`src/rtl/i2c_tag_pkg.sv`:
```
package i2c_tag_pkg;
    localparam logic [7:0] TAG_START     = 8'h81;
    localparam logic [7:0] TAG_HISPEED   = 8'hFF;
    localparam logic [7:0] TAG_WR        = 8'h82;
    localparam logic [7:0] TAG_WR_STOP   = 8'h83;
    localparam logic [7:0] TAG_RD        = 8'h85;
    localparam logic [7:0] TAG_RD_STOP   = 8'h87;
    localparam int         CHUNK_LG      = 8;
    localparam int         CHUNK_MAX     = 1 << CHUNK_LG;
    localparam int         CLW           = CHUNK_LG + 1;

    typedef enum logic [1:0] {
        ST_IDLE = 2'd0,
        ST_HDR  = 2'd1,
        ST_PAY  = 2'd2
    } seq_st_e;
endpackage

```
`src/rtl/i2c_tag_tally.sv`:
```
module i2c_tag_tally
    import i2c_tag_pkg::*;
#(
    parameter int LEN_W = 16,
    parameter int TAG_W = 12
) (
    input  logic [LEN_W-1:0] len_i,
    input  logic             hs_i,
    input  logic             ten_i,
    input  logic             rd_i,
    output logic [2:0]       lead_o,
    output logic [TAG_W-1:0] tx_o,
    output logic [TAG_W-1:0] rx_o
);
    localparam int CH_W = LEN_W - CHUNK_LG + 1;

    logic [CH_W-1:0] chunks;

    always_comb begin
        // ceil(len / CHUNK_MAX)
        chunks = CH_W'(len_i[LEN_W-1:CHUNK_LG]) + CH_W'(|len_i[CHUNK_LG-1:0]);
        lead_o = 3'd2 + (hs_i ? 3'd2 : 3'd0) + (ten_i ? 3'd1 : 3'd0);
        tx_o   = TAG_W'(lead_o) + (TAG_W'(chunks) << 1);
        rx_o   = rd_i ? (TAG_W'(chunks) << 1) : '0;
    end
endmodule

```
`src/rtl/i2c_tag_seq.sv`:
```
module i2c_tag_seq
    import i2c_tag_pkg::*;
#(
    parameter int LEN_W = 16,
    parameter int TAG_W = 12
) (
    input  logic             clk_i,
    input  logic             rst_ni,
    input  logic             start_i,
    input  logic [9:0]       addr_i,
    input  logic             rd_i,
    input  logic [LEN_W-1:0] len_i,
    input  logic             hs_i,
    input  logic             last_i,
    input  logic [2:0]       lead_i,
    input  logic [TAG_W-1:0] tx_i,
    input  logic [TAG_W-1:0] rx_i,
    input  logic             pl_valid_i,
    input  logic [7:0]       pl_data_i,
    output logic             pl_ready_o,
    output logic             b_vld_o,
    output logic [7:0]       b_data_o,
    output logic             b_last_o,
    input  logic             b_rdy_i,
    output logic             busy_o,
    output logic             done_o,
    output logic             err_o,
    output logic             chunk_vld_o,
    output logic [2:0]       chunk_tags_o,
    output logic [CLW-1:0]   chunk_bytes_o,
    output logic [TAG_W-1:0] tx_tags_o,
    output logic [TAG_W-1:0] rx_tags_o
);
    localparam logic [LEN_W-1:0] CHUNK_L = LEN_W'(CHUNK_MAX);

    typedef struct packed {
        seq_st_e          st;
        logic             first;
        logic [2:0]       hpos;
        logic [CLW-1:0]   pcnt;
        logic [CLW-1:0]   cl;
        logic [LEN_W-1:0] left;
        logic [9:0]       addr;
        logic             rd;
        logic             hs;
        logic             lastm;
        logic [2:0]       lead;
        logic [TAG_W-1:0] tx;
        logic [TAG_W-1:0] rx;
        logic             err;
    } seq_t;

    seq_t q, d;

    logic [7:0]       lseq [8];
    logic [2:0]       hdr_len;
    logic [2:0]       rel;
    logic             fin_chunk;
    logic [7:0]       dtag;
    logic [7:0]       lenbyte;
    logic [7:0]       hdr_byte;
    logic [LEN_W-1:0] left_after;
    logic             take;
    logic             end_chunk;

    always_comb begin
        for (int i = 0; i < 8; i++) lseq[i] = 8'h00;
        lseq[0] = TAG_START;
        if (q.hs) begin
            lseq[1] = TAG_HISPEED;
            lseq[2] = TAG_START;
            lseq[3] = {q.addr[6:0], q.rd};
            lseq[4] = {5'b0, q.addr[9:7]};
        end else begin
            lseq[1] = {q.addr[6:0], q.rd};
            lseq[2] = {5'b0, q.addr[9:7]};
        end

        hdr_len   = q.first ? (q.lead + 3'd2) : 3'd2;
        rel       = q.hpos - (q.first ? q.lead : 3'd0);
        fin_chunk = (q.left <= CHUNK_L);
        if (q.rd) dtag = (fin_chunk && q.lastm) ? TAG_RD_STOP : TAG_RD;
        else      dtag = (fin_chunk && q.lastm) ? TAG_WR_STOP : TAG_WR;
        lenbyte   = fin_chunk ? q.left[7:0] : 8'h00;

        if (q.first && (q.hpos < q.lead)) hdr_byte = lseq[q.hpos];
        else if (rel == 3'd0)             hdr_byte = dtag;
        else                              hdr_byte = lenbyte;

        left_after = q.left - LEN_W'(q.cl);

        d         = q;
        d.err     = 1'b0;
        b_vld_o   = 1'b0;
        b_data_o  = 8'h00;
        end_chunk = 1'b0;
        done_o    = 1'b0;

        unique case (q.st)
            ST_IDLE: begin
                if (start_i) begin
                    if (len_i == '0) begin
                        d.err = 1'b1;
                    end else begin
                        d.st    = ST_HDR;
                        d.first = 1'b1;
                        d.hpos  = 3'd0;
                        d.pcnt  = '0;
                        d.left  = len_i;
                        d.cl    = (len_i > CHUNK_L) ? CLW'(CHUNK_MAX) : len_i[CLW-1:0];
                        d.addr  = addr_i;
                        d.rd    = rd_i;
                        d.hs    = hs_i;
                        d.lastm = last_i;
                        d.lead  = lead_i;
                        d.tx    = tx_i;
                        d.rx    = rx_i;
                    end
                end
            end
            ST_HDR: begin
                b_vld_o  = 1'b1;
                b_data_o = hdr_byte;
            end
            ST_PAY: begin
                b_vld_o  = pl_valid_i;
                b_data_o = pl_data_i;
            end
            default: d.st = ST_IDLE;
        endcase

        take = b_vld_o && b_rdy_i;

        if (take && (q.st == ST_HDR)) begin
            if (q.hpos == hdr_len - 3'd1) begin
                d.hpos = 3'd0;
                if (q.rd) begin
                    end_chunk = 1'b1;
                end else begin
                    d.st   = ST_PAY;
                    d.pcnt = '0;
                end
            end else begin
                d.hpos = q.hpos + 3'd1;
            end
        end

        if (take && (q.st == ST_PAY)) begin
            if (q.pcnt == q.cl - CLW'(1)) end_chunk = 1'b1;
            else                          d.pcnt    = q.pcnt + CLW'(1);
        end

        if (end_chunk) begin
            d.left = left_after;
            if (left_after == '0) begin
                d.st   = ST_IDLE;
                done_o = 1'b1;
            end else begin
                d.st    = ST_HDR;
                d.first = 1'b0;
                d.hpos  = 3'd0;
                d.pcnt  = '0;
                d.cl    = (left_after > CHUNK_L) ? CLW'(CHUNK_MAX) : left_after[CLW-1:0];
            end
        end

        b_last_o      = end_chunk && (left_after == '0);
        pl_ready_o    = (q.st == ST_PAY) && b_rdy_i;
        busy_o        = (q.st != ST_IDLE);
        err_o         = q.err;
        chunk_vld_o   = take && (q.st == ST_HDR) && (q.hpos == 3'd0);
        chunk_tags_o  = hdr_len;
        chunk_bytes_o = q.cl;
        tx_tags_o     = q.tx;
        rx_tags_o     = q.rx;
    end

    always_ff @(posedge clk_i) begin
        if (!rst_ni) q <= '0;
        else         q <= d;
    end
endmodule

```
`src/rtl/i2c_word_packer.sv`:
```
module i2c_word_packer #(
    parameter int WORD_W = 32
) (
    input  logic              clk_i,
    input  logic              rst_ni,
    input  logic              b_vld_i,
    input  logic [7:0]        b_data_i,
    input  logic              b_last_i,
    output logic              b_rdy_o,
    input  logic              full_i,
    output logic              word_valid_o,
    output logic [WORD_W-1:0] word_data_o
);
    localparam int NB = WORD_W / 8;
    localparam int CW = (NB > 1) ? $clog2(NB) : 1;

    typedef struct packed {
        logic [NB-1:0][7:0] acc;
        logic [CW-1:0]      cnt;
        logic [WORD_W-1:0]  out;
        logic               ov;
    } pk_t;

    pk_t q, d;
    logic [NB-1:0][7:0] word;

    always_comb begin
        d       = q;
        b_rdy_o = !q.ov || !full_i;
        if (q.ov && !full_i) d.ov = 1'b0;

        word          = q.acc;
        word[q.cnt]   = b_data_i;

        if (b_vld_i && b_rdy_o) begin
            if ((q.cnt == CW'(NB - 1)) || b_last_i) begin
                d.out = word;
                d.ov  = 1'b1;
                d.acc = '0;
                d.cnt = '0;
            end else begin
                d.acc = word;
                d.cnt = q.cnt + CW'(1);
            end
        end

        word_valid_o = q.ov;
        word_data_o  = q.out;
    end

    always_ff @(posedge clk_i) begin
        if (!rst_ni) q <= '0;
        else         q <= d;
    end
endmodule

```
`src/rtl/i2c_tag_streamer.sv`:
```
module i2c_tag_streamer
    import i2c_tag_pkg::*;
#(
    parameter int LEN_W  = 16,
    parameter int WORD_W = 32
) (
    input  logic              clk_i,
    input  logic              rst_ni,
    input  logic              msg_start_i,
    input  logic [9:0]        msg_addr_i,
    input  logic              msg_ten_i,
    input  logic              msg_rd_i,
    input  logic [LEN_W-1:0]  msg_len_i,
    input  logic              msg_hs_i,
    input  logic              msg_last_i,
    input  logic              pl_valid_i,
    input  logic [7:0]        pl_data_i,
    output logic              pl_ready_o,
    input  logic              fifo_full_i,
    output logic              word_valid_o,
    output logic [WORD_W-1:0] word_data_o,
    output logic              busy_o,
    output logic              done_o,
    output logic              err_o,
    output logic              chunk_vld_o,
    output logic [2:0]        chunk_tags_o,
    output logic [8:0]        chunk_bytes_o,
    output logic [LEN_W-5:0]  tx_tags_o,
    output logic [LEN_W-5:0]  rx_tags_o
);
    localparam int TAG_W = LEN_W - 4;

    logic [2:0]       lead;
    logic [TAG_W-1:0] tx_calc, rx_calc;
    logic             b_vld, b_last, b_rdy;
    logic [7:0]       b_data;

    i2c_tag_tally #(.LEN_W(LEN_W), .TAG_W(TAG_W)) tally_i (
        .len_i  (msg_len_i),
        .hs_i   (msg_hs_i),
        .ten_i  (msg_ten_i),
        .rd_i   (msg_rd_i),
        .lead_o (lead),
        .tx_o   (tx_calc),
        .rx_o   (rx_calc)
    );

    i2c_tag_seq #(.LEN_W(LEN_W), .TAG_W(TAG_W)) seq_i (
        .clk_i         (clk_i),
        .rst_ni        (rst_ni),
        .start_i       (msg_start_i),
        .addr_i        (msg_addr_i),
        .rd_i          (msg_rd_i),
        .len_i         (msg_len_i),
        .hs_i          (msg_hs_i),
        .last_i        (msg_last_i),
        .lead_i        (lead),
        .tx_i          (tx_calc),
        .rx_i          (rx_calc),
        .pl_valid_i    (pl_valid_i),
        .pl_data_i     (pl_data_i),
        .pl_ready_o    (pl_ready_o),
        .b_vld_o       (b_vld),
        .b_data_o      (b_data),
        .b_last_o      (b_last),
        .b_rdy_i       (b_rdy),
        .busy_o        (busy_o),
        .done_o        (done_o),
        .err_o         (err_o),
        .chunk_vld_o   (chunk_vld_o),
        .chunk_tags_o  (chunk_tags_o),
        .chunk_bytes_o (chunk_bytes_o),
        .tx_tags_o     (tx_tags_o),
        .rx_tags_o     (rx_tags_o)
    );

    i2c_word_packer #(.WORD_W(WORD_W)) pack_i (
        .clk_i        (clk_i),
        .rst_ni       (rst_ni),
        .b_vld_i      (b_vld),
        .b_data_i     (b_data),
        .b_last_i     (b_last),
        .b_rdy_o      (b_rdy),
        .full_i       (fifo_full_i),
        .word_valid_o (word_valid_o),
        .word_data_o  (word_data_o)
    );
endmodule

```
`config.mk`:
```
export PLATFORM = sky130hd
export DESIGN_NAME = i2c_tag_streamer
export DESIGN_NICKNAME = d
export VERILOG_FILES = /design/src/rtl/i2c_tag_pkg.sv /design/src/rtl/i2c_tag_tally.sv /design/src/rtl/i2c_tag_seq.sv /design/src/rtl/i2c_word_packer.sv /design/src/rtl/i2c_tag_streamer.sv
export SDC_FILE = /design/constraint.sdc
export NUM_CORES = 1
export LEC_CHECK = 0
export BUFFER_PORTS_ARGS = -buffer_cell sky130_fd_sc_hd__buf_2
export CORE_MARGIN = 8
export CORE_UTILIZATION = 39
export CTS_CLUSTER_DIAMETER = 120
export CTS_CLUSTER_SIZE = 28
export DETAILED_ROUTE_END_ITERATION = 7
export SYNTH_ARGS = -nofsm -noshare
export SYNTH_HDL_FRONTEND = slang
export SYNTH_SLANG_ARGS = --single-unit
```
`constraint.sdc`:
```
create_clock -name clk_i -period 5.4 [get_ports clk_i]
set_input_delay 0.27 -clock clk_i [delete_from_list [all_inputs] [get_ports clk_i]]
set_output_delay 0.27 -clock clk_i [all_outputs]
set_load 0.02 [all_outputs]
```
==> results by group <==
Drt
  • Drt pass-1 iters: 5
  • Metal2 WL: approximately 10000 um
  • DRT iter0 DRCs: 515
  • Via density: approximately 5.6
  • Top sig layer: met4
  • Routed wire length: roughly 25000 um
  • WL per Instance: around 18 um
  • Post-route DRC: 0
  • Routed length on met3: 1470 um
  • Wl on met1: roughly 12000 um
  • DRT antenna net count: 0
  • Vias after detailed routing: 7588

STA
  • Worst Tran Pin Value: ~1.1 ns
  • Max Clk Rate: roughly 0.23 GHz
  • Final Cycle Share: 0.808
  • Final hold viol count: 0
  • Final hold slack: 0.0751 ns
  • RSZ-0062 raised after global routing: no
  • Fin Setup TNS: 0 ns
  • Max Slew Vio Count: 0
  • Tmin final: approximately 4.4 ns
  • Relative slew slack: 0.282
  • Finish-stage setup viols: 0
  • Clock skew: approximately 0.011 ns

Setup path
  • CP max FO: 28
  • Critical Path AT: between 4 and 5 ns
  • CP Data Required Time: approximately 5.7 ns
  • Crit path launch type: flop
  • Crit end category: flop
  • Critical path class: flop to flop

Finish
  • Area delta synth->final: 10.8%
  • Area of the multi-input gates: approximately 4700 sq um
  • Layout fillers: ~2.2k
  • Final non-filler cell total: 1361
  • Layout cells sized above 1: 0.159
  • Seq. cell area: 2840 sq um
  • Final net count: around 1.1k
  • Diode count: 0

Global route
  • Vias in the first global route: 7385
  • GRT overflow: 0
  • Largest net degree at the start of global routing: 59
  • First-pass GRT wire length: about 40000 um
  • Initial antenna violation count: 0
  • GRT Total Usage: 0.186

Clock network
  • Post CTS Setup Buffer Count: 0
  • Clk_lat worst skew: roughly 0.43 ns
  • TritonCTS Buffers: 17
  • TritonCTS clock tree: done
  • Clock sink count: 142
  • # H-tree levels: 4
  • PostCTS Resize Cnt: 0
  • CTS Buffer Depth: 2
  • Clock root buffer master: clkbuf_16
  • Clk pin slew, worst setup/hold paths: around 0.070 ns
  • Cts-stage hold buffer count: 0

Floorplan
  • Full die area: around 27000 sq um
  • Die Y: 163 um
  • Core area: 21600 sq um
  • # rows: 54
  • I/O pin cnt: approximately 120
  • Initial Util: 0.392
  • DIE WIDTH: between 150 and 200 um

Run status
  • Status: finished, final reports clean

Logic synthesis
  • Post-synth top cells: dfxtp_1, nand2_1, a21oi_1, buf_4, nor2_1
  • Synth unique cells: 73
  • XOR/XNOR Fraction of Synth Area: 0.0349
  • EDFF count, synth: 0
  • Largest cells by area after synthesis: dfxtp_1, buf_4, nand2_1
  • Largest family of logic cells by synthesized area: compound AO/OA/AOI/OAI gates
  • Post-Syn Area: between 8000 and 9000 sq um
  • Flops & latches, synth: approximately 140
  • Sequential share of the synthesized area: 0.336
  • Yosys top cell by area: dfxtp_1
  • Warnings, synthesis: 0
  • Post-synthesis mux area share: 0.0225
  • Ys async rst share: 0
  • Top-count cell post-synth: dfxtp_1
  • Post-synth top area share: 0.336
  • Mean cell area of the mapped netlist: about 8.1 sq um
  • Post-synthesis simple-gate area fraction: 0.201
  • Ys flop type: dfxtp_1
  • Post-Syn Instances: between 1k and 1.5k
  • Adder-cell share of the synthesized area: 0.0575
  • Compound-Gate Fraction of Synth Area: 0.241

Power and ir drop
  • Total power: approximately 2700 uW
  • Pwr dens: 292 nW/um^2
  • Max VDD drop: 0.000219 V
  • Leakage Power: about 0.0038 uW

Place
  • HPWL Detailed: around 18000 um
  • Placed Cells: 1329
  • Number of buffers added on ports: ~110
  • GPL Wtd Cong: about 0.88

Worst hold path
  • Type of the worst min-delay path: primary input to flop

Job
  • MaxCap Viol Count: 0
==> sequential cells by signal, indices dropped and copies added (netlist names) <==
name	flops
seq_i.rx_tags_o	9
seq_i.err_o	1
seq_i.tx_tags_o	10
seq_i.q	46
pack_i.word_data_o	32
pack_i.q	34
seq_i.chunk_bytes_o	9
pack_i.word_valid_o	1
==> worst max-delay path, stage by stage (launching register included) <==
cell and delay (ns):
dfxtp_1 0.38, inv_1 0.11, ha_1 0.17, nor3b_1 0.53
a31oi_1 0.16, o21ai_0 0.41, nor4_4 0.11, a31oi_4 0.69
o41a_1 0.98, nand3_1 0.41, o32ai_1 0.31
==> per-stage QoR <==
| stage | setup slack [ns] | util | area [sq um] |
|---|---|---|---|
| floorplan | 2.17 | - | 8460 |
| global placement | 1.25 | 0.406 | 8750 |
| detailed placement | 1.12 | 0.406 | 8750 |
| CTS | 1.12 | 0.434 | 9360 |
| global route | 0.677 | 0.434 | 9360 |
| finish | 1.04 | 0.434 | 9360 |
==> final timing paths <==
kind | from | endpoint | slack [ns] | cells after the start
min | msg_addr_i[5] | seq_i.q[36] | 0.08 | 3
max | seq_i.chunk_bytes_o[1] | pack_i.q[51] | 1.04 | 10
min reg2reg | pack_i.word_data_o[23] | pack_i.word_data_o[23] | 0.45 | 1
max reg2reg | seq_i.chunk_bytes_o[1] | pack_i.q[51] | 1.04 | 10
==> cell type report <==
type	instances	area share
Timing Repair Buffer	125	0.0703
Clock buffer	18	0.0459
Multi-Input combinational cell	740	0.507
Inverter	42	0.0168
Clock inverter	14	0.0186
Sequential cell	142	0.304
Tap cell	280	0.0374
==> cell families after synthesis <==
logic type | count (synthesis)
and+or+nand+nor | 350
AOI/OAI and AO/OA | 299
buffers and inverters | 167
DFF | 142
adders and majority gates | 39
xor gates and xnor gates | 29
muxes | 19
other | 1
==> per-layer routing <==
metal	track usage	vias up
met2	0.277	228
met4	0.0701	0
met5	0	-
li1	-	3744
met3	0.0456	42
met1	0.254	3574
==> placed cells by master, fill, tap and decap left out, types with 20 or more instances in the layout <==
cell	Yosys	final
dfxtp_1	142	142
nand2_1	134	134
buf_2	4	112
a21oi_1	90	90
nor2_1	63	62
o21ai_0	41	41
inv_1	39	39
nand3_1	33	33
ha_1	30	30
o211ai_1	23	23
nor3_1	20	20
==> power by group <==
group,switching [uW],total [uW],internal [uW]
logic,262,397,136
registers,30.7,1110,1080
clock network,525,1230,700
total,818,2730,1910
(Power assumes the default switching activity.)
